### src/rtl/sdr_pkg.sv
package sdr_pkg;

  typedef enum logic [1:0] {
    CMD_IDLE  = 2'd0,
    CMD_LOAD  = 2'd1,
    CMD_READ  = 2'd2,
    CMD_WRITE = 2'd3
  } cmd_e;

  localparam int MODE_W = 10;

  typedef struct packed {
    logic       wr_single;
    logic       cl3;
    logic [2:0] bl_mask;
  } mode_t;

  function automatic logic [2:0] bl_to_mask(input logic [1:0] code);
    case (code)
      2'd0:    return 3'd0;
      2'd1:    return 3'd1;
      2'd2:    return 3'd3;
      default: return 3'd7;
    endcase
  endfunction

endpackage

### src/rtl/sdr_mode_reg.sv
module sdr_mode_reg (
  input  logic                     clk,
  input  logic                     rst,
  input  logic                     load,
  input  logic [sdr_pkg::MODE_W-1:0] word,
  output sdr_pkg::mode_t           mode,
  output logic                     err
);
  import sdr_pkg::*;

  logic [2:0] bl_code;
  logic [2:0] cl_code;
  logic [1:0] op_code;
  logic       wb_bit;
  logic       unused_order;
  logic       bl_ok, cl_ok, op_ok;

  assign bl_code      = word[2:0];
  assign unused_order = word[3];
  assign cl_code      = word[6:4];
  assign op_code      = word[8:7];
  assign wb_bit       = word[9];

  always_comb begin
    bl_ok = (bl_code[2] == 1'b0);
    cl_ok = (cl_code == 3'b010) || (cl_code == 3'b011);
    op_ok = (op_code == 2'b00);
  end

  always_ff @(posedge clk) begin
    if (rst) begin
      mode.wr_single <= 1'b0;
      mode.cl3       <= 1'b0;
      mode.bl_mask   <= 3'd0;
      err            <= 1'b0;
    end else if (load) begin
      err <= !(bl_ok && cl_ok && op_ok);
      if (op_ok) begin
        mode.wr_single <= wb_bit;
        if (cl_ok) mode.cl3     <= cl_code[0];
        if (bl_ok) mode.bl_mask <= bl_to_mask(bl_code[1:0]);
      end
    end
  end

  // illegal latency code leaves the latency untouched
  p_cl_keep_r2: assert property (@(posedge clk) disable iff (rst)
    (load && !cl_ok) |=> (mode.cl3 == $past(mode.cl3)));

  // reserved burst code leaves the burst length untouched
  p_bl_keep_r3: assert property (@(posedge clk) disable iff (rst)
    (load && !bl_ok) |=> (mode.bl_mask == $past(mode.bl_mask)));

  // reserved operating mode rejects the whole load and flags it
  p_op_reject_r4: assert property (@(posedge clk) disable iff (rst)
    (load && !op_ok) |=> (err && mode == $past(mode)));

  // fully legal load clears the flag
  p_err_clear_r4: assert property (@(posedge clk) disable iff (rst)
    (load && bl_ok && cl_ok && op_ok) |=> !err);

  // flag only moves on a load
  p_err_hold_r4: assert property (@(posedge clk) disable iff (rst)
    !load |=> (err == $past(err)));

endmodule

### src/rtl/sdr_burst_gen.sv
module sdr_burst_gen #(
  parameter int BANK_W = 2,
  parameter int COL_W  = 6,
  parameter int DATA_W = 16
) (
  input  logic              clk,
  input  logic              rst,
  input  logic              start_rd,
  input  logic              start_wr,
  input  logic [BANK_W-1:0] bank_in,
  input  logic [COL_W-1:0]  col_in,
  input  logic [DATA_W-1:0] wdata_in,
  input  logic [2:0]        bl_mask,
  input  logic              wr_single,
  output logic [BANK_W-1:0] bank_q,
  output logic [COL_W-1:0]  col_q,
  output logic [DATA_W-1:0] wd_q,
  output logic              rd_issue,
  output logic              wr_issue
);

  logic             active;
  logic             is_wr;
  logic [2:0]       mask_q;
  logic [2:0]       left;
  logic [2:0]       start_mask;
  logic [COL_W-1:0] mext;
  logic [COL_W-1:0] next_col;

  assign start_mask = (start_wr && wr_single) ? 3'd0 : bl_mask;
  assign mext       = COL_W'(mask_q);
  assign next_col   = (col_q & ~mext) | ((col_q + 1'b1) & mext);

  always_ff @(posedge clk) begin
    if (rst) begin
      active <= 1'b0;
      is_wr  <= 1'b0;
      mask_q <= 3'd0;
      left   <= 3'd0;
      bank_q <= '0;
      col_q  <= '0;
      wd_q   <= '0;
    end else begin
      wd_q <= wdata_in;
      if (start_rd || start_wr) begin
        active <= 1'b1;
        is_wr  <= start_wr;
        bank_q <= bank_in;
        col_q  <= col_in;
        mask_q <= start_mask;
        left   <= start_mask;
      end else if (active) begin
        if (left == 3'd0) begin
          active <= 1'b0;
        end else begin
          left  <= left - 1'b1;
          col_q <= next_col;
        end
      end
    end
  end

  assign rd_issue = active && !is_wr;
  assign wr_issue = active && is_wr;

  // successive beats stay inside the aligned block and move on
  p_wrap_r7: assert property (@(posedge clk) disable iff (rst)
    (active && !start_rd && !start_wr && left != 3'd0) |=>
      ((((col_q ^ $past(col_q)) & ~mext) == '0) && (col_q != $past(col_q))));

  // single-location write is one beat long
  p_single_r9: assert property (@(posedge clk) disable iff (rst)
    (start_wr && wr_single) |=> (wr_issue && left == 3'd0));

  // a read takes the programmed length
  p_rd_len_r3: assert property (@(posedge clk) disable iff (rst)
    start_rd |=> (rd_issue && left == $past(bl_mask)));

endmodule

### src/rtl/sdr_array.sv
module sdr_array #(
  parameter int AW = 8,
  parameter int DW = 16
) (
  input  logic          clk,
  input  logic [AW-1:0] addr,
  input  logic          we,
  input  logic          re,
  input  logic [DW-1:0] wdata,
  output logic [DW-1:0] q
);
  localparam int DEPTH = 1 << AW;

  logic [DW-1:0] mem [DEPTH];

  always_ff @(posedge clk) begin
    if (we) mem[addr] <= wdata;
    if (re) q <= mem[addr];
  end

endmodule

### src/rtl/sdr_rd_pipe.sv
module sdr_rd_pipe #(
  parameter int DW = 16
) (
  input  logic          clk,
  input  logic          rst,
  input  logic          issue,
  input  logic          cl3,
  input  logic [DW-1:0] mem_q,
  output logic [DW-1:0] dq,
  output logic          vld,
  output logic          oe
);

  logic          s1v, s2v;
  logic [DW-1:0] s2d;
  logic          sel_v, pre_v;

  assign sel_v = cl3 ? s2v : s1v;
  assign pre_v = cl3 ? s1v : issue;

  always_ff @(posedge clk) begin
    if (rst) begin
      s1v <= 1'b0;
      s2v <= 1'b0;
      s2d <= '0;
      dq  <= '0;
      vld <= 1'b0;
      oe  <= 1'b0;
    end else begin
      s1v <= issue;
      s2v <= s1v;
      s2d <= mem_q;
      dq  <= cl3 ? s2d : mem_q;
      vld <= sel_v;
      oe  <= pre_v | sel_v;
    end
  end

  // the bus is driven whenever data is valid
  p_oe_cover_r6: assert property (@(posedge clk) disable iff (rst)
    vld |-> oe);

  // the drive enable leads the first beat by a clock
  p_oe_lead_r5: assert property (@(posedge clk) disable iff (rst)
    $rose(vld) |-> $past(oe));

  // the drive enable closes only right after the last beat
  p_oe_close_r6: assert property (@(posedge clk) disable iff (rst)
    $fell(oe) |-> ($past(vld) && !vld));

endmodule

### src/rtl/sdr_burst_core.sv
module sdr_burst_core #(
  parameter int BANK_W = 2,
  parameter int COL_W  = 6,
  parameter int DATA_W = 16,
  parameter int ADDR_W = 10
) (
  input  logic                    clk,
  input  logic                    rst,
  input  logic [1:0]              cmd_i,
  input  logic [BANK_W-1:0]       bank_i,
  input  logic [ADDR_W-1:0]       addr_i,
  input  logic [DATA_W-1:0]       wdata_i,
  output logic [BANK_W+COL_W-1:0] arr_addr_o,
  output logic                    arr_we_o,
  output logic [DATA_W-1:0]       dq_o,
  output logic                    dq_valid_o,
  output logic                    dq_oe_o,
  output logic                    mode_err_o
);
  import sdr_pkg::*;

  localparam int AW = BANK_W + COL_W;

  cmd_e        cmd;
  mode_t       mode;
  logic        is_load, is_rd, is_wr;
  logic [BANK_W-1:0] bank_q;
  logic [COL_W-1:0]  col_q;
  logic [DATA_W-1:0] wd_q;
  logic [DATA_W-1:0] mem_q;
  logic        rd_issue, wr_issue;

  assign cmd     = cmd_e'(cmd_i);
  assign is_load = (cmd == CMD_LOAD);
  assign is_rd   = (cmd == CMD_READ);
  assign is_wr   = (cmd == CMD_WRITE);

  sdr_mode_reg u_mode (
    .clk  (clk),
    .rst  (rst),
    .load (is_load),
    .word (addr_i[MODE_W-1:0]),
    .mode (mode),
    .err  (mode_err_o)
  );

  sdr_burst_gen #(
    .BANK_W (BANK_W),
    .COL_W  (COL_W),
    .DATA_W (DATA_W)
  ) u_gen (
    .clk       (clk),
    .rst       (rst),
    .start_rd  (is_rd),
    .start_wr  (is_wr),
    .bank_in   (bank_i),
    .col_in    (addr_i[COL_W-1:0]),
    .wdata_in  (wdata_i),
    .bl_mask   (mode.bl_mask),
    .wr_single (mode.wr_single),
    .bank_q    (bank_q),
    .col_q     (col_q),
    .wd_q      (wd_q),
    .rd_issue  (rd_issue),
    .wr_issue  (wr_issue)
  );

  sdr_array #(
    .AW (AW),
    .DW (DATA_W)
  ) u_arr (
    .clk   (clk),
    .addr  ({bank_q, col_q}),
    .we    (wr_issue),
    .re    (rd_issue),
    .wdata (wd_q),
    .q     (mem_q)
  );

  sdr_rd_pipe #(
    .DW (DATA_W)
  ) u_pipe (
    .clk   (clk),
    .rst   (rst),
    .issue (rd_issue),
    .cl3   (mode.cl3),
    .mem_q (mem_q),
    .dq    (dq_o),
    .vld   (dq_valid_o),
    .oe    (dq_oe_o)
  );

  assign arr_addr_o = {bank_q, col_q};
  assign arr_we_o   = wr_issue;

  // a write command produces a write beat on the next clock at its bank
  p_wr_start_r8: assert property (@(posedge clk) disable iff (rst)
    is_wr |=> (arr_we_o && arr_addr_o[AW-1:COL_W] == $past(bank_i)));

  // a read arriving in a running read keeps the drive enable up once open
  p_seamless_r10: assert property (@(posedge clk) disable iff (rst)
    (is_rd && rd_issue && dq_oe_o) |=> dq_oe_o);

endmodule

### config.mk
export PLATFORM = sky130hd
export DESIGN_NAME = sdr_burst_core
export DESIGN_NICKNAME = d
export VERILOG_FILES = /design/src/rtl/sdr_pkg.sv /design/src/rtl/sdr_mode_reg.sv /design/src/rtl/sdr_burst_gen.sv /design/src/rtl/sdr_array.sv /design/src/rtl/sdr_rd_pipe.sv /design/src/rtl/sdr_burst_core.sv
export SDC_FILE = /design/constraint.sdc
export NUM_CORES = 2
export LEC_CHECK = 0
export BUFFER_PORTS_ARGS = -buffer_cell sky130_fd_sc_hd__clkbuf_2
export CORE_UTILIZATION = 25
export DETAILED_ROUTE_END_ITERATION = 16
export REMOVE_ABC_BUFFERS = 1
export SYNTH_ARGS = -nofsm -noshare
export SYNTH_HDL_FRONTEND = slang
export SYNTH_HIERARCHICAL = 1
export SYNTH_SLANG_ARGS = --single-unit
### constraint.sdc
create_clock -name clk -period 4.8 [get_ports clk]
set_input_delay 0 -clock clk [delete_from_list [all_inputs] [get_ports clk]]
set_output_delay 0 -clock clk [all_outputs]
set_load 0.01 [all_outputs]
# == After elaboration in Yosys (flattened, before gate mapping) ==
# Memory sizes are Yosys's and may differ from the RTL's. A register that Yosys moved wholly into a read port is not among the register bits.
# Index checks and enable logic that the tools add are counted.
# word_totals
ff_bits,74
n_memories,1
word_cells,67
out_inout_bits,28
ramBits,4096
inputBits,32
# mem_list
name,depth,word_bits,rd,rd_ports_with_merged_regs,wr,line,text
u_arr.mem,256,16,1,1,1,sdr_array.sv:14,logic [DW-1:0] mem [DEPTH];
# classes
n_addsub,2
n_reduce_logical,17
bitwise,6
eq_ne,8
mux,16
# op_table
op,n
$mux W6,3
$mux W16,1
$mux W3,4
$pmux W3 S3,1
$mux W1,7
$add A6 B1 Y6 const B,1
$and A6 B3 Y6,1
$and A6 B6 Y6,1
$eq A2 B2 Y1 const B,3
$eq A3 B2 Y1 const B,2
$not A3 Y6,1
$or A6 B6 Y6,1
$reduce_and A3 Y1,2
$logic_and A1 B1 Y1,5
$eq A2 B1 Y1 const B,2
$logic_not A2 Y1,2
$reduce_and A2 Y1,2
$logic_not A3 Y1,1
$sub A3 B1 Y3 const B,1
$logic_not A1 Y1,2
$logic_or A1 B1 Y1,2
$ne A2 B1 Y1 const B,1
$reduce_bool A2 Y1,1
$not A1 Y1,1
$or A1 B1 Y1,1

# == Depth between registers and ports, before layout ==
# depth
depth_word,6
depth_mapped,10
depth_no_buf,6

# == By module ==
# Netlist, hierarchy kept.
# modules_own_cells
module,instances,area_each_um2,cells_each,seq_area_each_um2
sdr_array,1,155559.2,6727,123478.4
sdr_burst_gen,1,1223.7,124,640.6
sdr_rd_pipe,1,1142.3,98,720.7
sdr_mode_reg,1,252.7,25,120.1
sdr_burst_core,1,22.5,3,0.0

# == Worst setup path before layout ==
# No wires, ideal clock.
# synth_path
path_kind,register to register
startpoint,reg u_gen.wd_q[0]
endpoint,"mem u_arr.mem[0][0], data pin"
path_stages_with_launch,1
setup_time_ns,0.852
slack_ns,0.566
n_path_buf,0
arrival_time_ns,3.382
synth_period_minus_slack_ns,4.234
required_ns,3.948
path_cell_list,dfxtp_1
# synth_rtl
item,line,text
start: declaration,sdr_burst_gen.sv:17,"output logic [DATA_W-1:0] wd_q,"
start signal: assignment,sdr_burst_gen.sv:44,wd_q <= wdata_in;
end: declaration,sdr_array.sv:14,
# No word-level cell before the write port.

==> results.txt <==
The number of max-capacitance violations reported came out at 0. The worst-case clock skew came out at 0.0751 ns. The end-of-flow core utilization is 0.298.

The share of cells above drive strength 1 came out at 0.298. Buffers placed on the I/O ports in this run total 59. At the end of routability-driven placement, the weighted congestion stood at 0.800. The instance count of the mapped netlist came out at 6977. Including well taps, the total number of placed cells is 15542. The number of failing hold endpoints at the final stage came out at 0.

The synthesized design contains 4186 register bits. The via count of the first global-routing pass is 78622. The placed wire-length estimate came out at 253000 um. The post-route met1 wirelength came out at 173000 um. The data required time at the worst endpoint came out at 5.50 ns.

The synthesized area divided by synthesized cell count is 22.7 um^2. The leading cell type by number of instances after synthesis is sky130_fd_sc_hd__edfxtp_1. After detailed routing, the number of vias per cell comes to 4.77. The routed layout has 78335 vias. In the routed design, unresolved DRC markers number 0. The routed length on met2 came out at 204000 um. The vertical die dimension came out at 797 um. The initial antenna violation count came out at 24.

The setup TNS is 0 ns. The synthesized netlist contains 45 unique library cells. The primary flip-flop cell chosen by synthesis mapping is sky130_fd_sc_hd__edfxtp_1.

The routed wire length is 432000 um. The maximum number of buffers from clock root to sink came out at 4. The net count of the finished layout came out at 7746. The clock latency reported for the late side of the worst-skew pair came out at 1.00 ns. The worst-case setup margin in the final layout came out at 0.325 ns.

The post-route fraction of the period consumed by the critical path is 0.932. The sort of element at the start of the critical path is a flop. The final cell count without fillers is 16434. TritonCTS built the clock tree. The die footprint came out at 636000 um^2. The root buffer cell chosen for the clock tree is sky130_fd_sc_hd__clkbuf_16. The length of routed met3 wiring is 40500 um. The slew at the pin closest to its max-slew limit is 1.36 ns. The number of max-slew violations in the final report came out at 0. The I/O pin count is 60. The top cell type's share of synthesized area came out at 0.781. The clock slew at the register clock pins of the worst setup and hold paths is 0.06 ns. The worst path needs 4.47 ns of the cycle, external delays included. The initial standard-cell utilization of the core came out at 0.251. The tightest min-delay check is of the in -> reg type.

In this run the top signal layer used is met5. The worst pin sits at a relative slew slack of 0.0954. The post-synthesis to final-layout area growth is 18.6%. The flow ran to the end, and the final reports show no timing, DRC or antenna violations. The wire length of the first global-routing pass came out at 606000 um. Measured along the x axis, the die boundary spans 797 um.

The overall track demand over capacity in global routing came out at 0.131. The remaining number of nets flagged by the antenna check after routing is 0. The routed length per instance came out at 26.3 um. The leakage dissipation is 57.1 nW.

Setup repair after global routing left no endpoint under its margin. The count of warnings emitted by yosys came out at 6. The number of filler instances in the final layout came out at 60200. The largest fanout on the critical path came out at 39.

After synthesis the cells add up to 158000 um^2. The number of rows created at floorplan is 291. Ranked by instance count, the synthesized netlist is headed by 4112 x sky130_fd_sc_hd__edfxtp_1, 1024 x sky130_fd_sc_hd__mux4_2, 512 x sky130_fd_sc_hd__a22oi_1, 271 x sky130_fd_sc_hd__a21oi_1, 262 x sky130_fd_sc_hd__nor2_1. For this run, the detailed router's first-pass iteration total came to 6. The maximum resistive drop on vdd came out at 0.303 mV.

In the post-synthesis netlist, the biggest area contributors are sky130_fd_sc_hd__edfxtp_1 78%, sky130_fd_sc_hd__mux4_2 15%, sky130_fd_sc_hd__a22oi_1 2.4%. The total of endpoints with negative setup slack in the final report came out at 0. The number of levels the H-tree was split into came out at 5. In this run the standard cell core region covers 629000 um^2. The fmax is 223 MHz. The starting DRC count in detailed routing is 10267. The pre-CTS setup slack is -0.0994 ns.

The number of enable flip-flop cells after synthesis came out at 4112. STA classifies the critical path endpoint as a flop. The sequential cell area fraction in the yosys report came out at 0.790. The biggest area consumer among synthesized cells is sky130_fd_sc_hd__edfxtp_1. The data arrival time at the worst-slack endpoint is 5.18 ns. The number of clock buffers inserted by TritonCTS came out at 420. The power per cell area is 415 nW/um^2. The sink count of the clock tree is 4186. The critical path is of the reg -> reg type. The largest net degree at the start of global routing is 177. The total overflow left after global routing is 0. The async set-reset flop share out of synthesis came out at 0.
==> through the flow <==
stage          area [um^2]  power, mW  hold slack [ns]
6_report            188000       77.8           0.0606
5_1_grt             188000       79.8           0.0560
4_1_cts             188000       78.3         0.000431
3_5_place_dp        173000       45.9            0.224
3_3_place_gp        173000       45.8            0.217
2_1_floorplan       156000       47.9           0.0646
==> final timing paths <==
kind         cells after the start      startpoint      endpoint  slack (ns)
max                              8  u_gen/col_q[0]   u_arr/q[13]        0.33
min                              3             rst  u_pipe/dq[6]        0.06
max reg2reg                      8  u_gen/col_q[0]   u_arr/q[13]        0.33
min reg2reg                      2      u_pipe/s1v    u_pipe/vld        0.48
==> cells by family (layout without fill, tap and decap cells) <==
family,Yosys count,in the layout,synth area share
AOI/OAI and AO/OA,860,860,0.0373
buffers and inverters,438,1529,0.0128
other,0,16,0
muxes,1045,1045,0.147
DFF,4186,4186,0.790
adders and majority gates,3,3,0.000237
xor gates and xnor gates,3,3,0.000166
and+or+nand+nor,442,442,0.0125
==> where the power goes <==
part / internal (mW) / leakage [nW] / switching, mW / total, mW
Combinational: 1.82 / 11.9 / 2.89 / 4.72
Sequential: 40.2 / 38.5 / 0.223 / 40.4
Clock: 18.7 / 6.71 / 14.0 / 32.7
==> cell type report <==
type	count	area, um^2	share of cell area
flip-flops and latches	4186	125000	0.666
multi-input cells	2353	31700	0.169
clock buffers	489	10800	0.0577
well taps	8350	10400	0.0557
repair buffers	744	6700	0.0357
clock inverters	290	2910	0.0155
diodes	16	40.0	0.000213
inverters	6	22.5	0.000120
==> metal layers <==
| layer | vias to the layer above | GRT usage |
|---|---|---|
| li1 | 31417 | - |
| met1 | 42264 | 0.178 |
| met2 | 4015 | 0.210 |
| met3 | 633 | 0.0252 |
| met4 | 6 | 0.0437 |
| met5 | - | 0 |
==> critical path: stages, from the launching register on <==
cell and delay [ns]:
sky130_fd_sc_hd__dfxtp_4 0.99, sky130_fd_sc_hd__buf_12 0.31, sky130_fd_sc_hd__buf_12 0.32, sky130_fd_sc_hd__mux4_2 0.55
sky130_fd_sc_hd__a22oi_1 0.36, sky130_fd_sc_hd__a21oi_1 0.29, sky130_fd_sc_hd__o41ai_1 0.94, sky130_fd_sc_hd__buf_4 0.28
sky130_fd_sc_hd__nand4_1 0.09
==> placed cells by master (no fill, tap or decap), drive strengths merged, types with 2 or more instances in the layout <==
master	netlist	final
inv	6	23
mux4	1024	1024
a211oi	6	6
edfxtp	4112	4112
nor3	31	31
a22oi	512	512
mux2i	21	21
nand2	41	41
nand3	17	17
clkbuf	251	547
buf	181	589
and2	5	5
nand2b	15	15
dlygate4sd3	0	97
dfxtp	74	74
bufinv	0	46
nor2b	44	44
nor2	263	263
ha	3	3
o41ai	64	64
a21oi	272	272
clkinv	0	209
xor2	2	2
diode	0	16
nand4	17	17
or2	4	4
clkinvlp	0	18
and2b	2	2
==> timing repair <==
| action | 4_1_cts | 5_1_grt |
|---|---|---|
| endpoints found under the setup margin | 1 | 0 |
| buffers inserted | 0 | 0 |
| hold buffers | 97 | 0 |
| gates resized for setup | 1 | 0 |
| hold endpoints to repair | 71 | 0 |
==> flip-flops by register name, summed over array words and instances (netlist names), named ones only <==
signal,cells
u_pipe/s2v,1
u_gen/active,1
u_gen/is_wr,1
u_pipe/s2d,16
u_gen/mask_q,3
u_pipe/oe,1
u_gen/wd_q,16
u_mode/err,1
u_arr/q,16
u_mode/mode,5
u_gen/bank_q,2
u_pipe/s1v,1
u_pipe/dq,16
u_gen/left,3
u_arr/mem,4096
u_gen/col_q,4
u_pipe/vld,1
No activity file was read; power rests on OpenSTA's default activity.
